## config.mk

```make
export PLATFORM = sky130hd
export DESIGN_NAME = ipi_issuer
export DESIGN_NICKNAME = d
export VERILOG_FILES = /design/src/rtl/ipi_pkg.sv /design/src/rtl/ipi_cmd_store.sv /design/src/rtl/ipi_seq.sv /design/src/rtl/ipi_issuer.sv
export SDC_FILE = /design/constraint.sdc
export NUM_CORES = 1
export LEC_CHECK = 0
export ABC_AREA = 1
export BUFFER_PORTS_ARGS = -buffer_cell sky130_fd_sc_hd__buf_4
export CORE_UTILIZATION = 25
export CTS_CLUSTER_DIAMETER = 40
export DETAILED_ROUTE_END_ITERATION = 10
export RECOVER_POWER = 25
export SYNTH_ARGS = -nofsm -noshare
export SYNTH_HDL_FRONTEND = slang
export SYNTH_SLANG_ARGS = --single-unit
```

## constraint.sdc

```tcl
create_clock -name clk -period 1.68 [get_ports clk]
set_input_delay 0.168 -clock clk [delete_from_list [all_inputs] [get_ports clk]]
set_output_delay 0.168 -clock clk [all_outputs]
set_load 0.02 [all_outputs]
```

## src/rtl/ipi_pkg.sv

```systemverilog
package ipi_pkg;
  localparam int VEC_W  = 8;
  localparam int DEST_W = 8;
  localparam int DLV_W  = 3;

  typedef enum logic [1:0] {SH_NONE, SH_SELF, SH_ALL, SH_OTHERS} sh_e;
  typedef enum logic [1:0] {S_IDLE, S_CHECK, S_SELF, S_SEND} st_e;

  localparam logic [DLV_W-1:0] DLV_FIXED  = 3'b000;
  localparam logic [DLV_W-1:0] DLV_LOWPRI = 3'b001;

  typedef struct packed {
    sh_e              sh;
    logic             level;
    logic             dmode;
    logic [DLV_W-1:0] dlv;
    logic [VEC_W-1:0] vec;
  } cmd_t;

  typedef struct packed {
    logic [DLV_W-1:0]  dlv;
    logic              dmode;
    logic [VEC_W-1:0]  vec;
    logic [DEST_W-1:0] dest;
    logic              excl_self;
  } msg_t;

  function automatic logic cmd_legal(cmd_t c);
    if (c.level) return 1'b0;
    case (c.sh)
      SH_SELF, SH_ALL: return c.dlv == DLV_FIXED;
      default:         return 1'b1;
    endcase
  endfunction

  function automatic logic wants_self(cmd_t c, logic self_lp);
    case (c.sh)
      SH_SELF, SH_ALL: return 1'b1;
      SH_OTHERS:       return self_lp && (c.dlv == DLV_LOWPRI);
      default:         return 1'b0;
    endcase
  endfunction

  function automatic msg_t build_msg(cmd_t c, logic [DEST_W-1:0] stored);
    msg_t m;
    m.dlv       = c.dlv;
    m.vec       = c.vec;
    m.dmode     = (c.sh == SH_NONE) ? c.dmode : 1'b0;
    m.dest      = (c.sh == SH_NONE) ? stored : {DEST_W{1'b1}};
    m.excl_self = (c.sh == SH_OTHERS);
    return m;
  endfunction
endpackage

```

## src/rtl/ipi_cmd_store.sv

```systemverilog
module ipi_cmd_store
  import ipi_pkg::*;
(
  input  logic              clk,
  input  logic              rst_n,
  input  logic              wr_en,
  input  logic              wr_hi,
  input  logic [31:0]       wr_data,
  input  logic              accept,
  output cmd_t              cmd_q,
  output logic [DEST_W-1:0] dest_q,
  output logic              start
);
  logic unused_wr_bits;
  assign unused_wr_bits = ^{wr_data[17:16], wr_data[14:12]};

  assign start = wr_en && accept && !wr_hi;

  always_ff @(posedge clk or negedge rst_n) begin
    if (!rst_n) begin
      cmd_q  <= '0;
      dest_q <= '0;
    end else if (wr_en && accept) begin
      if (wr_hi) begin
        dest_q <= wr_data[31:24];
      end else begin
        cmd_q.sh    <= sh_e'(wr_data[19:18]);
        cmd_q.level <= wr_data[15];
        cmd_q.dmode <= wr_data[11];
        cmd_q.dlv   <= wr_data[10:8];
        cmd_q.vec   <= wr_data[7:0];
      end
    end
  end
endmodule

```

## src/rtl/ipi_seq.sv

```systemverilog
module ipi_seq
  import ipi_pkg::*;
(
  input  logic clk,
  input  logic rst_n,
  input  logic start,
  input  logic wr_en,
  input  logic legal,
  input  logic need_self,
  input  logic need_msg,
  input  logic msg_ready,
  output logic busy,
  output logic msg_valid,
  output logic self_strobe,
  output logic err_illegal,
  output logic err_overrun
);
  st_e  state;
  logic check_reject;
  logic handshake_done;

  assign check_reject   = (state == S_CHECK) && !legal;
  assign handshake_done = (state == S_SEND) && msg_ready;
  assign busy           = (state != S_IDLE);
  assign msg_valid      = (state == S_SEND);
  assign self_strobe    = (state == S_SELF);

  always_ff @(posedge clk or negedge rst_n) begin
    if (!rst_n) begin
      state       <= S_IDLE;
      err_illegal <= 1'b0;
      err_overrun <= 1'b0;
    end else begin
      if (wr_en && busy) err_overrun <= 1'b1;
      case (state)
        S_IDLE:  if (start) state <= S_CHECK;
        S_CHECK: begin
          if (check_reject) begin
            state       <= S_IDLE;
            err_illegal <= 1'b1;
          end else if (need_self) begin
            state <= S_SELF;
          end else begin
            state <= S_SEND;
          end
        end
        S_SELF:  state <= need_msg ? S_SEND : S_IDLE;
        default: if (handshake_done) state <= S_IDLE;
      endcase
    end
  end

  assert_reject_quiet_R4: assert property (@(posedge clk) disable iff (!rst_n)
    check_reject |=> (!busy && err_illegal));
  assert_overrun_flag_R10: assert property (@(posedge clk) disable iff (!rst_n)
    (wr_en && busy) |=> err_overrun);
  assert_illegal_sticky_R11: assert property (@(posedge clk) disable iff (!rst_n)
    err_illegal |=> err_illegal);
  assert_overrun_sticky_R11: assert property (@(posedge clk) disable iff (!rst_n)
    err_overrun |=> err_overrun);
  assert_self_then_msg_R6: assert property (@(posedge clk) disable iff (!rst_n)
    (self_strobe && need_msg) |=> msg_valid);
  assert_busy_after_start_R9: assert property (@(posedge clk) disable iff (!rst_n)
    start |=> busy);
endmodule

```

## src/rtl/ipi_issuer.sv

```systemverilog
module ipi_issuer
  import ipi_pkg::*;
#(
  parameter bit SELF_ON_LOWPRI = 1'b1
) (
  input  logic              clk,
  input  logic              rst_n,
  input  logic              wr_en,
  input  logic              wr_hi,
  input  logic [31:0]       wr_data,
  output logic              msg_valid,
  input  logic              msg_ready,
  output logic [VEC_W-1:0]  msg_vector,
  output logic [DLV_W-1:0]  msg_dlv,
  output logic              msg_dmode,
  output logic [DEST_W-1:0] msg_dest,
  output logic              msg_excl_self,
  output logic              self_strobe,
  output logic [VEC_W-1:0]  self_vector,
  output logic              busy,
  output logic              err_illegal,
  output logic              err_overrun
);
  cmd_t              cmd_q;
  logic [DEST_W-1:0] dest_q;
  logic              start;
  logic              legal;
  logic              need_self;
  logic              need_msg;
  msg_t              msg;

  ipi_cmd_store u_store (
    .clk     (clk),
    .rst_n   (rst_n),
    .wr_en   (wr_en),
    .wr_hi   (wr_hi),
    .wr_data (wr_data),
    .accept  (!busy),
    .cmd_q   (cmd_q),
    .dest_q  (dest_q),
    .start   (start)
  );

  assign legal     = cmd_legal(cmd_q);
  assign need_self = wants_self(cmd_q, SELF_ON_LOWPRI);
  assign need_msg  = (cmd_q.sh != SH_SELF);
  assign msg       = build_msg(cmd_q, dest_q);

  ipi_seq u_seq (
    .clk         (clk),
    .rst_n       (rst_n),
    .start       (start),
    .wr_en       (wr_en),
    .legal       (legal),
    .need_self   (need_self),
    .need_msg    (need_msg),
    .msg_ready   (msg_ready),
    .busy        (busy),
    .msg_valid   (msg_valid),
    .self_strobe (self_strobe),
    .err_illegal (err_illegal),
    .err_overrun (err_overrun)
  );

  assign msg_vector    = msg.vec;
  assign msg_dlv       = msg.dlv;
  assign msg_dmode     = msg.dmode;
  assign msg_dest      = msg.dest;
  assign msg_excl_self = msg.excl_self;
  assign self_vector   = cmd_q.vec;

  assert_msg_hold_R9: assert property (@(posedge clk) disable iff (!rst_n)
    (msg_valid && !msg_ready) |=> (msg_valid && $stable(msg_vector) && $stable(msg_dest)
      && $stable(msg_dlv) && $stable(msg_dmode) && $stable(msg_excl_self)));
  assert_bcast_dest_R7: assert property (@(posedge clk) disable iff (!rst_n)
    (msg_valid && msg_excl_self) |-> (msg_dest == {DEST_W{1'b1}} && !msg_dmode));
  assert_no_overlap_R5: assert property (@(posedge clk) disable iff (!rst_n)
    !(self_strobe && msg_valid));
  assert_valid_busy_R9: assert property (@(posedge clk) disable iff (!rst_n)
    (msg_valid || self_strobe) |-> busy);
endmodule

```

Yosys cells after proc, flatten, opt, wreduce, memory -nomap -nowiden
Cells that the tools add are included.
{"block": "totals", "ff_bits": 27, "out_inout_bits": 34, "inputBits": 37, "elab_cells": 50}
{"block": "op_classes", "n_eq_ne": 9, "n_reduce_logical": 18, "mux": 13, "bitwise": 1}
{"op": "2-bit equality test (second input constant)", "n": 4}
{"op": "2-bit 2-to-1 mux", "n": 4}
{"op": "8-bit 2-to-1 mux", "n": 1}
{"op": "2-bit AND reduction", "n": 4}
{"op": "1-bit 2-to-1 mux", "n": 6}
{"op": "2-bit one-hot mux with 3 select lines", "n": 1}
{"op": "1-bit logical AND", "n": 5}
{"op": "2-bit by 1-bit equality test with 1-bit output (second input constant)", "n": 2}
{"op": "2-bit logical NOT", "n": 2}
{"op": "4-bit nonzero test", "n": 1}
{"op": "3-bit by 1-bit equality test with 1-bit output (second input constant)", "n": 1}
{"op": "1-bit logical NOT", "n": 3}
{"op": "3-bit logical NOT", "n": 1}
{"op": "2-bit by 1-bit inequality test with 1-bit output (second input constant)", "n": 1}
{"op": "2-bit inequality test (second input constant)", "n": 1}
{"op": "1-bit one-hot mux with 2 select lines", "n": 1}
{"op": "2-bit nonzero test", "n": 1}
{"op": "2-bit OR reduction", "n": 1}
{"op": "1-bit NOT", "n": 1}

Depth between registers and ports, before layout
{"block": "logic_depth", "word_depth": 8, "ltp_mapped": 10, "depth_no_buf": 10}

Modules after synthesis
A second synthesis with hierarchy kept.
{"block": "unflattened", "hier_cells": 183, "area_unflattened_um2": 1525.2}
{"mod": "ipi_cmd_store", "n_inst": 1, "cells_per_inst": 105, "seq_area_each_um2": 575.6, "area_per_inst_um2": 1008.5}
{"mod": "ipi_seq", "n_inst": 1, "cells_per_inst": 34, "seq_area_each_um2": 100.1, "area_per_inst_um2": 270.3}
{"mod": "ipi_issuer", "n_inst": 1, "cells_per_inst": 44, "seq_area_each_um2": 0.0, "area_per_inst_um2": 246.5}

Least setup slack after synthesis
No wires, ideal clock.
{"block": "synth_timing", "kind": "reg2reg", "from": "register u_seq.state[1]", "to": "register u_store.cmd_q[3] (netlist name)", "n_path_buf": 2, "period_less_slack_ps": 1312, "required_ps": 1555, "slack_ps": 368, "stages_incl_launch_ff": 6, "setup_time_ps": 125, "arrival_ps": 1187, "path_cell_list": "dfrtp_1 > nor2_4 > nand3b_1 > buf_6 > buf_6 > mux2_4"}
{"block": "synth_between", "elab_chain_cells": 4}
{"element": "start: declaration", "line": "ipi_seq.sv:18", "source": "st_e state;"}
{"element": "start signal: assignment", "line": "ipi_seq.sv:47", "source": "S_SELF: state <= need_msg ? S_SEND : S_IDLE;"}
{"element": "2-bit nonzero test", "line": "ipi_seq.sv:24", "source": "assign busy = (state != S_IDLE);"}
{"element": "1-bit logical NOT", "line": "ipi_issuer.sv:38", "source": ".accept (!busy),"}
{"element": "1-bit logical AND", "line": "ipi_cmd_store.sv:23", "source": "end else if (wr_en && accept) begin"}
{"element": "2-bit AND reduction (no source line)"}
Every way passes these cells.
A chain may end at the register's enable or synchronous reset.

Final worst setup path
{"block": "layout_timing", "from": "register u_store.cmd_q[13] (netlist name)", "to": "output msg_dmode"}
{"block": "layout_between", "elab_chain_cells": 2}
{"element": "2-bit logical NOT", "line": "ipi_pkg.sv:48", "source": "m.dmode = (c.sh == SH_NONE) ? c.dmode : 1'b0;"}
{"element": "1-bit 2-to-1 mux", "line": "ipi_pkg.sv:48"}
{"element": "end: declaration", "line": "ipi_issuer.sv:15", "source": "output logic msg_dmode,"}
Every way passes these cells.

==> results.md <==
- Outcome: completed
- Worst-path fanout max: 9
- Final Setup Violations: 0
- Clock Pin Slew Worst Setup and Hold Paths: 100 ps
- Cell Pwr Density: 1730 nW/um^2
- CP top delay family: flip-flops
- Top cells by area, synth: dfrtp_1 (49%), buf_4 (10%), inv_1 (6.0%)
- Top cells by instance count after synthesis: dfrtp_1 (27), inv_1 (22), nand2_1 (22), buf_4 (19), nor2_1 (14)
- Cell mode on critical path: inv_1
- DIE WIDTH: 76.4 um
- Synth top area share: 48.8%
- Crit path cell chain: inv_1, ha_2, nand2_1, inv_1, buf_4
- Crit Path Class: reg -> out
- Slew headroom: 53.8%
- Post-DRT Antenna Nets: 0
- Port-buffer cells: 61
- TNS Setup: 0 ps
- Grt total ovfl: 0
- Root Driver: clkbuf_8
- Period utilization: 91.5%
- CP Launch Type: register
- First-pass GRT wire length: 4480 um
- Setup Skew: 8.86 ps
- Sw frac: 41.0%
- Flop pwr share: 35.1%
- Max_cap viols: 0
- Pleak: 0.000963 uW
- H-tree depth: 1
- Initial Util: 26.6%
- Clock group share of total power: 11.9%
- Comb power frac: 53.0%
- Final Hold Viols: 0
- Via Count: 1026
- CP Capture Type: output port
- CP max-delay cell: dfrtp_1
- Routed WL: 2710 um
- DR WL/cell: 10.4 um
- Number of buffers created by CTS: 3
- Vias in the first global route: 976
- VDD IR max: 0.487 mV
- Post-synth EDFFs: 0
- Row cnt: 26
- Post-synth ARST share: 100%
- Vias per cell: 3.95
- Synth unique cells: 20
- WP buf/inv: 3
- Drt drc: 0
- Post-layout min period: 1540 ps
- Hold Crit Class: in -> reg
- Critical Path AT: 1370 ps
- Clock tree buffer depth: 2
- Max stage delay on crit path: 420 ps
- Die extent in y: 76.4 um
- Initial antenna violation count: 0
- ANT cells: 0
- Post-synthesis instance area: 1380 um^2
- Max-slew violations: 0
- 1st-pass router iterations: 3
- Die ar.: 5840 um^2
- Clk sink count: 27
- Global placement routability congestion: 0.752
- Area Growth Syn to Fin: 32.2%
- Fmax: 651 MHz
- Worst slew pin tran: 694 ps
- Core ar.: 5200 um^2
- Top_reg_cell synth: dfrtp_1
- RSZ-0062 raised after global routing: no
- Avg Inst Size Synth: 9.54 um^2
- Internal power consumption: 1870 uW
- Sequential-to-total area share from yosys stat: 48.8%
- Hpwl dp: 2000 um
- Top Ports: 71
- Clk_lat worst skew: 270 ps
- Total Power: 3170 uW
- Synth warn: 0
- Starting DRT DRC Count: 23
- Final nets: 232
- Largest net degree at the start of global routing: 28
- Worst EP required: 1510 ps
- Synth Register Bits: 27
- TritonCTS clock tree: done
- Net Switching: 1300 uW
- Most frequent cell after synthesis: dfrtp_1
- Layout cells sized above 1: 42.1%
- Syn Nets: 186
- Syn Inst Count: 145
- Cell taking the most area after synthesis: dfrtp_1
- Tot GR Track Use: 9.56%
## sequential cells by signal, summed over array words and instances, names as in the netlist
signal	flops
u_seq.err_illegal	1
u_seq.state	2
u_store.dest_q	8
u_store.cmd_q	15
u_seq.err_overrun	1
## per-stage QoR
stage	util (%)	std cells	cell area (um^2)	hold slack, ps	setup slack, ps
after CTS	35.2	260	1830	88.5	100
final	35.1	260	1830	101	143
after global placement	34.0	255	1770	115	343
after floorplan	-	145	1380	-128	368
after detailed placement	34.0	255	1770	114	310
after global routing	35.1	260	1830	98.3	39.5
## final timing paths
kind | startpoint | to | slack, ps | cells after the start
hold reg to reg | u_seq.err_overrun$_DFFE_PN0P_ | u_seq.err_overrun$_DFFE_PN0P_ | 470 | 1
max in group asynchronous | rst_n | u_store.cmd_q[4]$_DFFE_PN0P_ | 770 | 2
min in group asynchronous | rst_n | u_store.cmd_q[12]$_DFFE_PN0P_ | 460 | 2
setup / recovery | u_store.cmd_q[13]$_DFFE_PN0P_ | msg_dmode | 140 | 5
hold / removal | wr_data[9] | u_store.cmd_q[9]$_DFFE_PN0P_ | 100 | 2
setup reg to reg | u_store.cmd_q[13]$_DFFE_PN0P_ | u_seq.state[0]$_DFFE_PN0P_ | 310 | 7
## power groups by stage
stage | clock [uW] | sequential, uW | combinational, uW
floorplan | 0 | 1090 | 1390
global placement | 0 | 1120 | 1680
detailed placement | 0 | 1130 | 1700
CTS | 406 | 1120 | 1710
global route | 424 | 1150 | 1840
finish | 377 | 1110 | 1680
## metal layers
layer | vias to the layer above | share of wire (%) | track usage, %
met2 | 30 | 49 | 16.4
li1 | 512 | - | -
met5 | - | 0 | 0
met4 | 0 | 1.5 | 5.19
met3 | 2 | 5.1 | 1.20
met1 | 482 | 44 | 11.6
## placed cells by master (no fill, tap or decap), types with 2 or more instances in the layout
master,Yosys,routed
buf_4,19,62
nand3_1,3,3
a21oi_1,12,12
clkbuf_8,0,3
nor2_1,14,14
mux2_2,7,7
mux2_4,3,3
inv_1,22,22
mux2_1,2,2
nand2_1,22,22
ha_1,4,3
dfrtp_1,27,27
## logic make-up (layout without fill, tap and decap cells)
| kind of cell | count (synthesis) | in the layout | share of synthesized area, % |
|---|---|---|---|
| buffers and inverters | 45 | 90 | 18.5 |
| and+or+nand+nor | 42 | 42 | 12.7 |
| DFF | 27 | 27 | 48.8 |
| AOI/OAI and AO/OA | 15 | 15 | 5.79 |
| muxes | 12 | 12 | 10.6 |
| adders and majority gates | 4 | 4 | 3.62 |
## cell type report
cell class              count  area, um^2
flip-flops and latches     27         676
repair buffers             64         480
clock buffers               3        41.3
well taps                  70        87.6
multi-input cells          73         454
clock inverters             1        7.51
fillers                   552        3380
inverters                  22        82.6
## what timing repair did
action | 4_1_cts | 5_1_grt
resized for setup | 1 | 0
endpoints found under the hold margin | 27 | 0
setup buffers | 0 | 0
hold buffers | 1 | 0
setup endpoints to repair | 1 | 0
(Power assumes the default switching activity.)
